$ cat src/rtl/hrx_csr_pkg.sv
package hrx_csr_pkg;
  localparam int CSR_W = 16;

  // bit positions inside the register word
  localparam int B_RDY    = 0;
  localparam int B_FULL   = 1;
  localparam int B_ERR    = 2;
  localparam int B_DERR   = 3;
  localparam int B_FLUSH  = 4;
  localparam int B_REQ    = 5;
  localparam int B_STALL  = 6;
  localparam int B_CLRT   = 7;
  localparam int B_TOG    = 9;
  localparam int B_TWEN   = 10;
  localparam int B_DMAM   = 11;
  localparam int B_NONYET = 12;
  localparam int B_DMAEN  = 13;

  // sticky flag bank indices
  localparam int NFLAG    = 4;
  localparam int FL_RDY   = 0;
  localparam int FL_ERR   = 1;
  localparam int FL_DERR  = 2;
  localparam int FL_STALL = 3;

  // flags that raise an interrupt when they become set
  localparam logic [NFLAG-1:0] FLAG_IRQ = 4'b1011;

  function automatic int flag_pos(input int idx);
    case (idx)
      FL_RDY:  flag_pos = B_RDY;
      FL_ERR:  flag_pos = B_ERR;
      FL_DERR: flag_pos = B_DERR;
      default: flag_pos = B_STALL;
    endcase
  endfunction

  typedef struct packed {
    logic dma_en;
    logic nonyet;
    logic dma_mode;
  } cfg_t;
endpackage

$ cat src/rtl/hrx_cmd_decode.sv
module hrx_cmd_decode
  import hrx_csr_pkg::*;
(
  input  logic             clk,
  input  logic             rst_n,
  input  logic             wr,
  input  logic [CSR_W-1:0] wdata,
  input  logic             rdy_q,
  input  logic             ev_pkt,
  output cfg_t             cfg_q,
  output logic             req_q,
  output logic             flush_pulse_q,
  output logic             tclr_pulse_q,
  output logic             tog_wr_en,
  output logic             tog_wr_val,
  output logic             tclr_now,
  output logic [NFLAG-1:0] flag_clr
);
  cfg_t cfg_d;
  logic req_d;
  logic flush_now;

  // command decode
  always_comb begin
    tog_wr_en  = wr & wdata[B_TWEN];
    tog_wr_val = wdata[B_TOG];
    tclr_now   = wr & wdata[B_CLRT];
    flush_now  = wr & wdata[B_FLUSH] & rdy_q;
  end

  // software clear of sticky flags: writing 0 clears, flush also clears ready
  for (genvar i = 0; i < NFLAG; i++) begin : g_clr
    if (i == FL_RDY) begin : g_rdy
      assign flag_clr[i] = wr & (~wdata[flag_pos(i)] | flush_now);
    end else begin : g_other
      assign flag_clr[i] = wr & ~wdata[flag_pos(i)];
    end
  end

  // next state
  always_comb begin
    cfg_d = cfg_q;
    if (wr) begin
      cfg_d.dma_en   = wdata[B_DMAEN];
      cfg_d.nonyet   = wdata[B_NONYET];
      cfg_d.dma_mode = wdata[B_DMAM];
    end
    req_d = req_q;
    if (wr) req_d = wdata[B_REQ];
    if (ev_pkt) req_d = 1'b0;
  end

  // registers
  always_ff @(posedge clk or negedge rst_n) begin
    if (!rst_n) begin
      cfg_q         <= '0;
      req_q         <= 1'b0;
      flush_pulse_q <= 1'b0;
      tclr_pulse_q  <= 1'b0;
    end else begin
      cfg_q         <= cfg_d;
      req_q         <= req_d;
      flush_pulse_q <= flush_now;
      tclr_pulse_q  <= tclr_now;
    end
  end
endmodule

$ cat src/rtl/hrx_toggle.sv
module hrx_toggle (
  input  logic clk,
  input  logic rst_n,
  input  logic clr,
  input  logic wr_en,
  input  logic wr_val,
  input  logic flip,
  output logic tog_q
);
  logic tog_d;

  // priority: clear, then software write, then engine advance
  always_comb begin
    if (clr)        tog_d = 1'b0;
    else if (wr_en) tog_d = wr_val;
    else if (flip)  tog_d = ~tog_q;
    else            tog_d = tog_q;
  end

  always_ff @(posedge clk or negedge rst_n) begin
    if (!rst_n) tog_q <= 1'b0;
    else        tog_q <= tog_d;
  end
endmodule

$ cat src/rtl/hrx_flag_bank.sv
module hrx_flag_bank #(
  parameter int               N        = 4,
  parameter logic [N-1:0]     IRQ_MASK = '1
) (
  input  logic         clk,
  input  logic         rst_n,
  input  logic [N-1:0] set,
  input  logic [N-1:0] clr,
  output logic [N-1:0] flag_q,
  output logic         irq_q
);
  logic [N-1:0] flag_d;
  logic         irq_d;

  // hardware set wins over software clear
  for (genvar i = 0; i < N; i++) begin : g_flag
    assign flag_d[i] = set[i] ? 1'b1 : (clr[i] ? 1'b0 : flag_q[i]);
  end

  always_comb irq_d = |(IRQ_MASK & flag_d & ~flag_q);

  always_ff @(posedge clk or negedge rst_n) begin
    if (!rst_n) begin
      flag_q <= '0;
      irq_q  <= 1'b0;
    end else begin
      flag_q <= flag_d;
      irq_q  <= irq_d;
    end
  end
endmodule

$ cat src/rtl/hrx_read_mux.sv
module hrx_read_mux
  import hrx_csr_pkg::*;
(
  input  logic             clk,
  input  logic             rst_n,
  input  logic             rd,
  input  cfg_t             cfg,
  input  logic             tog,
  input  logic             req,
  input  logic [NFLAG-1:0] flags,
  input  logic             full,
  output logic [CSR_W-1:0] rdata_q
);
  logic [CSR_W-1:0] word;
  logic [CSR_W-1:0] rdata_d;

  always_comb begin
    word           = '0;
    word[B_DMAEN]  = cfg.dma_en;
    word[B_NONYET] = cfg.nonyet;
    word[B_DMAM]   = cfg.dma_mode;
    word[B_TOG]    = tog;
    word[B_REQ]    = req;
    word[B_FULL]   = full;
    for (int i = 0; i < NFLAG; i++) word[flag_pos(i)] = flags[i];
  end

  // clock enable: load only on a read strobe
  always_comb rdata_d = rd ? word : rdata_q;

  always_ff @(posedge clk or negedge rst_n) begin
    if (!rst_n) rdata_q <= '0;
    else        rdata_q <= rdata_d;
  end
endmodule

$ cat src/rtl/usb_hrx_ctl_reg.sv
module usb_hrx_ctl_reg
  import hrx_csr_pkg::*;
(
  input  logic             clk,
  input  logic             rst_n,
  input  logic             bus_wr,
  input  logic             bus_rd,
  input  logic [CSR_W-1:0] bus_wdata,
  output logic [CSR_W-1:0] bus_rdata,
  input  logic             ev_pkt,
  input  logic             ev_stall,
  input  logic             ev_err,
  input  logic             ev_data_err,
  input  logic             ev_toggle_flip,
  input  logic             fifo_full,
  output logic             irq,
  output logic             req_active,
  output logic             flush_pulse,
  output logic             tgl_clr_pulse,
  output logic             toggle_out,
  output logic             dma_req_en,
  output logic             nyet_off,
  output logic             dma_mode
);
  cfg_t             cfg_q;
  logic             req_q;
  logic             tog_q;
  logic             tog_wr_en;
  logic             tog_wr_val;
  logic             tclr_now;
  logic [NFLAG-1:0] flag_clr;
  logic [NFLAG-1:0] flag_set;
  logic [NFLAG-1:0] flag_q;

  always_comb begin
    flag_set           = '0;
    flag_set[FL_RDY]   = ev_pkt;
    flag_set[FL_ERR]   = ev_err;
    flag_set[FL_DERR]  = ev_data_err;
    flag_set[FL_STALL] = ev_stall;
  end

  hrx_cmd_decode u_dec (
    .clk           (clk),
    .rst_n         (rst_n),
    .wr            (bus_wr),
    .wdata         (bus_wdata),
    .rdy_q         (flag_q[FL_RDY]),
    .ev_pkt        (ev_pkt),
    .cfg_q         (cfg_q),
    .req_q         (req_q),
    .flush_pulse_q (flush_pulse),
    .tclr_pulse_q  (tgl_clr_pulse),
    .tog_wr_en     (tog_wr_en),
    .tog_wr_val    (tog_wr_val),
    .tclr_now      (tclr_now),
    .flag_clr      (flag_clr)
  );

  hrx_toggle u_tog (
    .clk    (clk),
    .rst_n  (rst_n),
    .clr    (tclr_now),
    .wr_en  (tog_wr_en),
    .wr_val (tog_wr_val),
    .flip   (ev_toggle_flip),
    .tog_q  (tog_q)
  );

  hrx_flag_bank #(
    .N        (NFLAG),
    .IRQ_MASK (FLAG_IRQ)
  ) u_flags (
    .clk    (clk),
    .rst_n  (rst_n),
    .set    (flag_set),
    .clr    (flag_clr),
    .flag_q (flag_q),
    .irq_q  (irq)
  );

  hrx_read_mux u_rd (
    .clk     (clk),
    .rst_n   (rst_n),
    .rd      (bus_rd),
    .cfg     (cfg_q),
    .tog     (tog_q),
    .req     (req_q),
    .flags   (flag_q),
    .full    (fifo_full),
    .rdata_q (bus_rdata)
  );

  assign req_active = req_q;
  assign toggle_out = tog_q;
  assign dma_req_en = cfg_q.dma_en;
  assign nyet_off   = cfg_q.nonyet;
  assign dma_mode   = cfg_q.dma_mode;
endmodule

$ cat config.mk
export PLATFORM = sky130hd
export DESIGN_NAME = usb_hrx_ctl_reg
export DESIGN_NICKNAME = d
export VERILOG_FILES = /design/src/rtl/hrx_csr_pkg.sv /design/src/rtl/hrx_cmd_decode.sv /design/src/rtl/hrx_toggle.sv /design/src/rtl/hrx_flag_bank.sv /design/src/rtl/hrx_read_mux.sv /design/src/rtl/usb_hrx_ctl_reg.sv
export SDC_FILE = /design/constraint.sdc
export NUM_CORES = 1
export LEC_CHECK = 0
export BUFFER_PORTS_ARGS = -buffer_cell sky130_fd_sc_hd__buf_2
export CAP_MARGIN = 20
export CORE_UTILIZATION = 35
export CTS_CLUSTER_SIZE = 28
export DETAILED_ROUTE_END_ITERATION = 12
export MAX_ROUTING_LAYER = met4
export PLACE_DENSITY = 0.76
export SETUP_SLACK_MARGIN = 0.1
export SYNTH_ARGS = -nofsm -noshare
export SYNTH_HDL_FRONTEND = slang
export SYNTH_SLANG_ARGS = --single-unit
$ cat constraint.sdc
create_clock -name clk -period 1.45 [get_ports clk]
set_input_delay 0 -clock clk [delete_from_list [all_inputs] [get_ports clk]]
set_output_delay 0 -clock clk [all_outputs]
set_load 0.02 [all_outputs]
==> results.rst, run 1 <==
.. list-table::
   :header-rows: 1

   * - Metric
     - Value
   * - Critical path fanouts, max
     - 2
   * - Total routing usage reported by global routing
     - 16.4%
   * - Register clock-pin slew on the reported worst setup and hold paths
     - between 0.1 and 0.15 ns
   * - Fmax
     - between 0.7 and 0.8 GHz
   * - Setup slack at placement
     - around 0.66 ns
   * - Startpoint Class
     - register
   * - Gates resized, CTS repair
     - 0
   * - Final hold vios
     - 0
   * - Type of the worst min-delay path
     - input pin to register
   * - Master cell of the clock root buffer
     - sky130_fd_sc_hd__clkbuf_4
   * - PortBufs
     - 39
   * - Via count of the routed design
     - around 700
   * - Top post-synthesis cells by area
     - sky130_fd_sc_hd__dfrtp_1 58%, sky130_fd_sc_hd__mux2_4 21%, sky130_fd_sc_hd__buf_4 4.8%
   * - Overall die width
     - approximately 54 um
   * - Maximum vdd ir drop
     - just over 0.5 mV
   * - Number of distinct standard cells referenced by the synthesized netlist
     - 19
   * - Row count
     - 18
   * - Maximum level of the CTS H-tree
     - 1
   * - Total power divided by cell area
     - 1020 mW/mm^2
   * - DR WL met3
     - 55 um
   * - Count of placed standard cells in the final layout, fillers left out
     - 157
   * - Count of buffer and inverter cells on the critical path
     - 1
   * - Count of mapped cells out of synthesis
     - 67
   * - Final net count
     - between 150 and 200
   * - Die extent in y
     - 54.0 um
   * - Highest signal layer in the routed design
     - met4
   * - Category of cells accounting for the largest share of critical-path delay
     - buffers and inverters
   * - Vias in the first global route
     - just over 700
   * - Metal-1 WL
     - 803 um
   * - Area after DPL
     - around 0.0011 mm^2
   * - Overall die area
     - just under 0.003 mm^2
   * - Most common cell after layout, fill and taps aside
     - sky130_fd_sc_hd__buf_2
   * - Start-to-end type of the worst setup path
     - register to register
   * - Slowest CP cell
     - sky130_fd_sc_hd__dlygate4sd3_1
   * - Post-route clock period utilization
     - 89.4%
   * - Unrepaired setup endpoints after global routing
     - false
   * - Area growth from synthesis to layout
     - 44.2%
   * - Number of DRC violations after detailed routing
     - 0
   * - Synth Cell Area
     - 945 um^2
   * - Pin count of the biggest net entering global routing
     - 23
   * - Result of the run
     - finished clean
   * - Required time worst endpoint
     - roughly 1.6 ns
   * - Number of storage elements in the synthesis netlist
     - 22
   * - Total area of multi-input combinational cells
     - around 330 um^2
   * - Final count of negative-setup-slack endpoints
     - 0
   * - Avg WL per Cell
     - 12.7 um
   * - DPL Wire Length
     - approximately 1400 um
   * - Core area
     - about 0.0025 mm^2
   * - Drt total wl
     - approximately 2000 um
   * - CP endpoint kind
     - register
   * - Initial antenna violation count
     - 0
   * - Period minus WS final
     - 1.30 ns
   * - Cell area after layout
     - between 0.001 and 0.0015 mm^2
   * - Clock tree sinks
     - 22
   * - Worst Skew
     - 0.00155 ns
   * - Ports
     - 50
   * - Overflow left after global routing
     - 0
   * - Wire length on met2
     - between 1000 and 1500 um
   * - Share of layout cells above drive strength 1
     - between 40% and 50%
   * - CTS Buffer Depth
     - 2
   * - Final Worst Setup Slack
     - roughly 0.15 ns
   * - Post-layout power
     - between 0.001 and 0.0015 W
   * - Largest stage delay, worst path
     - around 0.57 ns
   * - Crit path cell chain
     - mux2i_1, nor2_1, dlygate4sd3_1
   * - Critical path origin
     - u_dec.req_q
   * - Count of routing violations after the opening detailed-route iteration
     - 8
   * - Arrival time worst endpoint
     - 1.49 ns
   * - Final antenna-violating net count
     - 0
   * - Sequential fraction of the synthesis area
     - between 50% and 60%
   * - TritonCTS clock tree
     - done
   * - Leading cell types in the layout, fill and taps excluded
     - 39 x sky130_fd_sc_hd__buf_2, 22 x sky130_fd_sc_hd__dfrtp_1, 19 x sky130_fd_sc_hd__dlygate4sd3_1, 13 x sky130_fd_sc_hd__mux2_4, 6 x sky130_fd_sc_hd__conb_1
   * - Post-synthesis cell type with the largest combined area
     - sky130_fd_sc_hd__dfrtp_1
   * - Initial cell density of the core
     - between 30% and 40%
   * - Worst hold path startpoint
     - bus_wdata[0]
   * - R2R Path Start
     - u_dec.req_q
   * - Portion of synthesized cell area occupied by the leading cell type
     - 58.3%
   * - Max-slew violation count
     - 0
   * - Final RePlAce weighted congestion
     - 0.744
   * - Via-per-instance ratio
     - 4.43
   * - Storage element area
     - ~550 um^2
   * - Insertion delay to the later sink of the worst-skew pair
     - 0.30 ns
   * - Yosys warning total
     - 0
   * - Wire length of the first global-routing pass
     - approximately 3200 um
   * - First-pass iteration count of the detailed router
     - 3
   * - Maxcap violations
     - 0
   * - Number of buffers inserted during clock tree synthesis
     - 3
   * - Placed cells
     - 133
   * - Leakage Power
     - slightly above 0.7 nW
   * - Antenna diode instance count
     - 0
   * - Fillers
     - 229
   * - Mean cell area of the mapped netlist
     - ~14 um^2
   * - Setup TNS
     - 0 ns
## report_power, final
part,internal [W],switching [W],total [W]
combinational,0.000173,0.000174,0.000347
sequential,0.000677,0.0000391,0.000716
clock,0.000153,0.000175,0.000328
## path summary, 6_finish.rpt
path	end	slack [ns]	cells past startpoint
max	u_dec.req_q	0.15	3
min	u_flags.flag_q[0]	0.06	4
max reg2reg	u_dec.req_q	0.15	3
min reg2reg	u_rd.rdata_q[2]	0.52	1
max in group asynchronous	u_dec.cfg_q[1]	0.95	2
min in group asynchronous	u_dec.flush_pulse_q	0.17	2
## flip-flops by register name, indices dropped and copies added, names as in the netlist
register and flops:
u_dec.cfg_q 3, u_flags.irq_q 1, u_tog.tog_q 1, u_flags.flag_q 4, u_dec.flush_pulse_q 1, u_dec.req_q 1, u_dec.tclr_pulse_q 1, u_rd.rdata_q 10
## timing repair
item | CTS | global route
hold buffers | 19 | 1
buffers inserted | 0 | 1
endpoints found under the hold margin | 35 | 1
endpoints found under the setup margin | 0 | 2
## worst reg2reg max path, cell delays in order (launching register included)
cell	delay, ns
sky130_fd_sc_hd__dfrtp_1	0.40
sky130_fd_sc_hd__mux2i_1	0.16
sky130_fd_sc_hd__nor2_1	0.07
sky130_fd_sc_hd__dlygate4sd3_1	0.57
## synth_stat cells
cell and number:
sky130_fd_sc_hd__nor2_1 1, sky130_fd_sc_hd__xor2_1 1, sky130_fd_sc_hd__o21ai_1 1, sky130_fd_sc_hd__nand2_1 4
sky130_fd_sc_hd__inv_1 3, sky130_fd_sc_hd__buf_6 2, sky130_fd_sc_hd__nand4b_1 1, sky130_fd_sc_hd__o221ai_1 1
sky130_fd_sc_hd__a21o_1 1, sky130_fd_sc_hd__nand2b_1 2, sky130_fd_sc_hd__mux2_4 13, sky130_fd_sc_hd__dfrtp_1 22
sky130_fd_sc_hd__and2_1 1, sky130_fd_sc_hd__o21ai_0 4, sky130_fd_sc_hd__conb_1 1, sky130_fd_sc_hd__buf_4 6
sky130_fd_sc_hd__inv_2 1, sky130_fd_sc_hd__mux2i_1 1, sky130_fd_sc_hd__and3_1 1
## metal layers
layer  vias to the layer above  global-route usage (%)
li1                        333                       -
met1                       340                    17.4
met2                        20                    29.4
met3                         2                    2.26
met4                         0                    8.33
met5                         -                       -
## logic make-up (layout without fill, tap and decap cells)
family | count (synthesis) | count (layout) | synth area share (%)
xor gates and xnor gates | 1 | 1 | 0.927
muxes | 14 | 14 | 21.7
DFF | 22 | 22 | 58.3
other | 1 | 6 | 0.397
buffers and inverters | 12 | 67 | 8.74
and+or+nand+nor | 10 | 10 | 5.56
AOI/OAI and AO/OA | 7 | 7 | 4.37
## layout make-up
class	instances	area share (%)
Sequential cell	22	40.4
Clock buffer	4	2.66
Multi-Input combinational cell	38	24.2
Timing Repair Buffer	59	28.8
Inverter	4	1.10
Tap cell	30	2.75
## through the flow
step                      util (%)  hold WS (ns)
after floorplan                  -        -0.296
after global placement        44.7       -0.0194
after detailed placement      44.7       -0.0128
after CTS                     53.7        0.0554
after global routing          54.0        0.0773
final                         54.0        0.0629
(Power assumes the default switching activity.)
==> run 2, diff against run 1 <==
==> constraint.sdc (replaced) <==
create_clock -name clk -period 1.45 [get_ports clk]
set_input_delay 0.145 -clock clk [delete_from_list [all_inputs] [get_ports clk]]
set_output_delay 0.145 -clock clk [all_outputs]
set_load 0.02 [all_outputs]
==> run 2 against run 1 <==
  * Non-clock buffer count decreased by 19
  * Die area unchanged
  * Final area decreased by 13%
  * Sequential share of layout area increased by 5.8 points
  * Worst hold slack got worse by 0.053 ns
  * Setup slack improved by 0.26 ns
==> results.rst, run 2 (synthesis results as in run 1) <==
.. list-table::
   :header-rows: 1

   * - Metric
     - Value
   * - Final count of negative-setup-slack endpoints
     - 0
   * - Overall die width
     - around 54 um
   * - Maximum vdd ir drop
     - roughly 0.69 mV
   * - Slack of the worst reg-to-reg path
     - 0.66 ns
   * - Master cell of the clock root buffer
     - sky130_fd_sc_hd__clkbuf_4
   * - Wire length of the first global-routing pass
     - 2880 um
   * - Number of flip-flops under the largest register name
     - 10
   * - Depth of the worst register-to-register path
     - 1
   * - Regs by FF count
     - u_rd.rdata_q (10), u_flags.flag_q (4), u_dec.cfg_q (3)
   * - Total routing usage reported by global routing
     - between 10% and 20%
   * - Final antenna-violating net count
     - 0
   * - Leading cell types in the layout, fill and taps excluded
     - 39 x sky130_fd_sc_hd__buf_2, 22 x sky130_fd_sc_hd__dfrtp_1, 13 x sky130_fd_sc_hd__mux2_4, 6 x sky130_fd_sc_hd__conb_1
   * - Avg WL per Cell
     - ~13 um
   * - Period minus WS final
     - slightly above 1 ns
   * - Fmax
     - approximately 0.96 GHz
   * - Vias in the first global route
     - 591
   * - Clock tree sinks
     - 22
   * - Antenna diode instance count
     - 0
   * - Net load switching power
     - a little under 0.0004 W
   * - Worst reg2reg path endpoint
     - u_rd.rdata_q[5]
   * - Leakage Power
     - about 0.64 nW
   * - Required time worst endpoint
     - approximately 1.3 ns
   * - Clock network fraction of design power
     - 31.4%
   * - Power Internal
     - about 0.0011 W
   * - Insertion delay to the later sink of the worst-skew pair
     - roughly 0.3 ns
   * - Overflow left after global routing
     - 0
   * - Drt total wl
     - ~1800 um
   * - R2R Path Start
     - u_rd.rdata_q[5]
   * - Start-to-end type of the worst setup path
     - register to output port
   * - Maximum level of the CTS H-tree
     - 1
   * - CP endpoint kind
     - output port
   * - Via-per-instance ratio
     - ~4.4
   * - Critical path origin
     - u_tog.tog_q
   * - Via count of the routed design
     - a little over 600
   * - Worst Skew
     - about 0.0024 ns
   * - Total power divided by cell area
     - 1250 mW/mm^2
   * - First-pass iteration count of the detailed router
     - 2
   * - DPL Wire Length
     - between 1000 and 1500 um
   * - Overall die area
     - a little under 0.003 mm^2
   * - Core area
     - approximately 0.0025 mm^2
   * - Switching Fraction
     - a little over a quarter
   * - Number of buffers inserted during clock tree synthesis
     - 3
   * - Most common cell after layout, fill and taps aside
     - sky130_fd_sc_hd__buf_2
   * - Largest Register
     - u_rd.rdata_q
   * - Initial cell density of the core
     - 37.5%
   * - Initial antenna violation count
     - 0
   * - Worst hold margin
     - 0.0103 ns
   * - Area growth from synthesis to layout
     - 26.1%
   * - Critical path fanouts, max
     - 3
   * - Row count
     - 18
   * - Arrival time worst endpoint
     - around 0.89 ns
   * - Combinational fraction of design power
     - ~20%
   * - TritonCTS clock tree
     - done
   * - Die extent in y
     - about 54 um
   * - Startpoint Class
     - register
   * - Worst hold path startpoint
     - ev_pkt
   * - Hold EP
     - u_dec.req_q
   * - Pin count of the biggest net entering global routing
     - 23
   * - PortBufs
     - 39
   * - Final hold vios
     - 0
   * - Type of the worst min-delay path
     - input pin to register
   * - Register clock-pin slew on the reported worst setup and hold paths
     - roughly 0.13 ns
   * - Gates resized, CTS repair
     - 0
   * - Share of layout cells above drive strength 1
     - 52.8%
   * - Slowest CP cell
     - sky130_fd_sc_hd__dfrtp_1
   * - Final RePlAce weighted congestion
     - approximately 0.74
   * - Maxcap violations
     - 0
   * - CTS Buffer Depth
     - 2
   * - Count of routing violations after the opening detailed-route iteration
     - 3
   * - Crit path cell chain
     - buf_2
   * - Final net count
     - 135
   * - Unrepaired setup endpoints after global routing
     - false
   * - Setup TNS
     - 0 ns
   * - Result of the run
     - finished clean
   * - Ports
     - 50
   * - Max-slew violation count
     - 0
   * - Depth of the worst hold-timing path
     - 2
   * - Reg power frac
     - 48.0%
   * - Number of DRC violations after detailed routing
     - 0
   * - Category of cells accounting for the largest share of critical-path delay
     - flip-flops
   * - Largest stage delay, worst path
     - roughly 0.42 ns
   * - Count of buffer and inverter cells on the critical path
     - 1
   * - Post-route clock period utilization
     - between 70% and 80%
run 2: per-stage QoR:
stage | util [%] | total power (W) | setup WS (ns) | area [um^2] | instances
5_1_grt | 47.2 | 0.00158 | 0.340 | 1190 | 138
3_5_place_dp | 44.7 | 0.00103 | 0.522 | 1130 | 133
6_report | 47.2 | 0.00149 | 0.412 | 1190 | 138
3_3_place_gp | 44.7 | 0.00103 | 0.543 | 1130 | 133
4_1_cts | 47.2 | 0.00150 | 0.397 | 1190 | 138
2_1_floorplan | - | 0.000934 | 0.602 | 963 | 72
run 2: power by group through the flow:
stage	Combinational [W]	Clock [W]	Sequential, W
floorplan	0.000138	0	0.000796
CTS	0.000310	0.000478	0.000717
global placement	0.000301	0	0.000724
global route	0.000333	0.000527	0.000725
detailed placement	0.000306	0	0.000729
finish	0.000306	0.000468	0.000716
run 2: worst max path at each step:
stage	to	slack, ns	cells past startpoint
3_5_place_dp	u_rd.rdata_q[5]	0.52	2
6_report	toggle_out	0.41	1
5_1_grt	toggle_out	0.34	1
4_1_cts	toggle_out	0.40	1
2_1_floorplan	u_rd.rdata_q[9]	0.60	1
3_3_place_gp	u_rd.rdata_q[5]	0.54	2
run 2: cell type report:
cell class	instances	area [um^2]
Clock buffer	3	22.5
Inverter	4	15.0
Fill cell	245	1330
Tap cell	30	37.5
Sequential cell	22	551
Timing Repair Buffer	40	205
Clock inverter	1	30.0
Multi-Input combinational cell	38	330
run 2: layer usage:
layer  share of wire, %  routed length [um]  vias up  track usage, %
li1                   -                   -      294               -
met1                 40                 722      296            18.2
met2                 54                 965       18            25.3
met3                3.8                  67        2            1.69
met4                1.5                  27        0            7.89
met5                  0                   0        -               -
run 2: timing repair:
action | in CTS | in global routing
setup buffers | 0 | 0
hold buffers | 1 | 0
endpoints found under the hold margin | 22 | 0
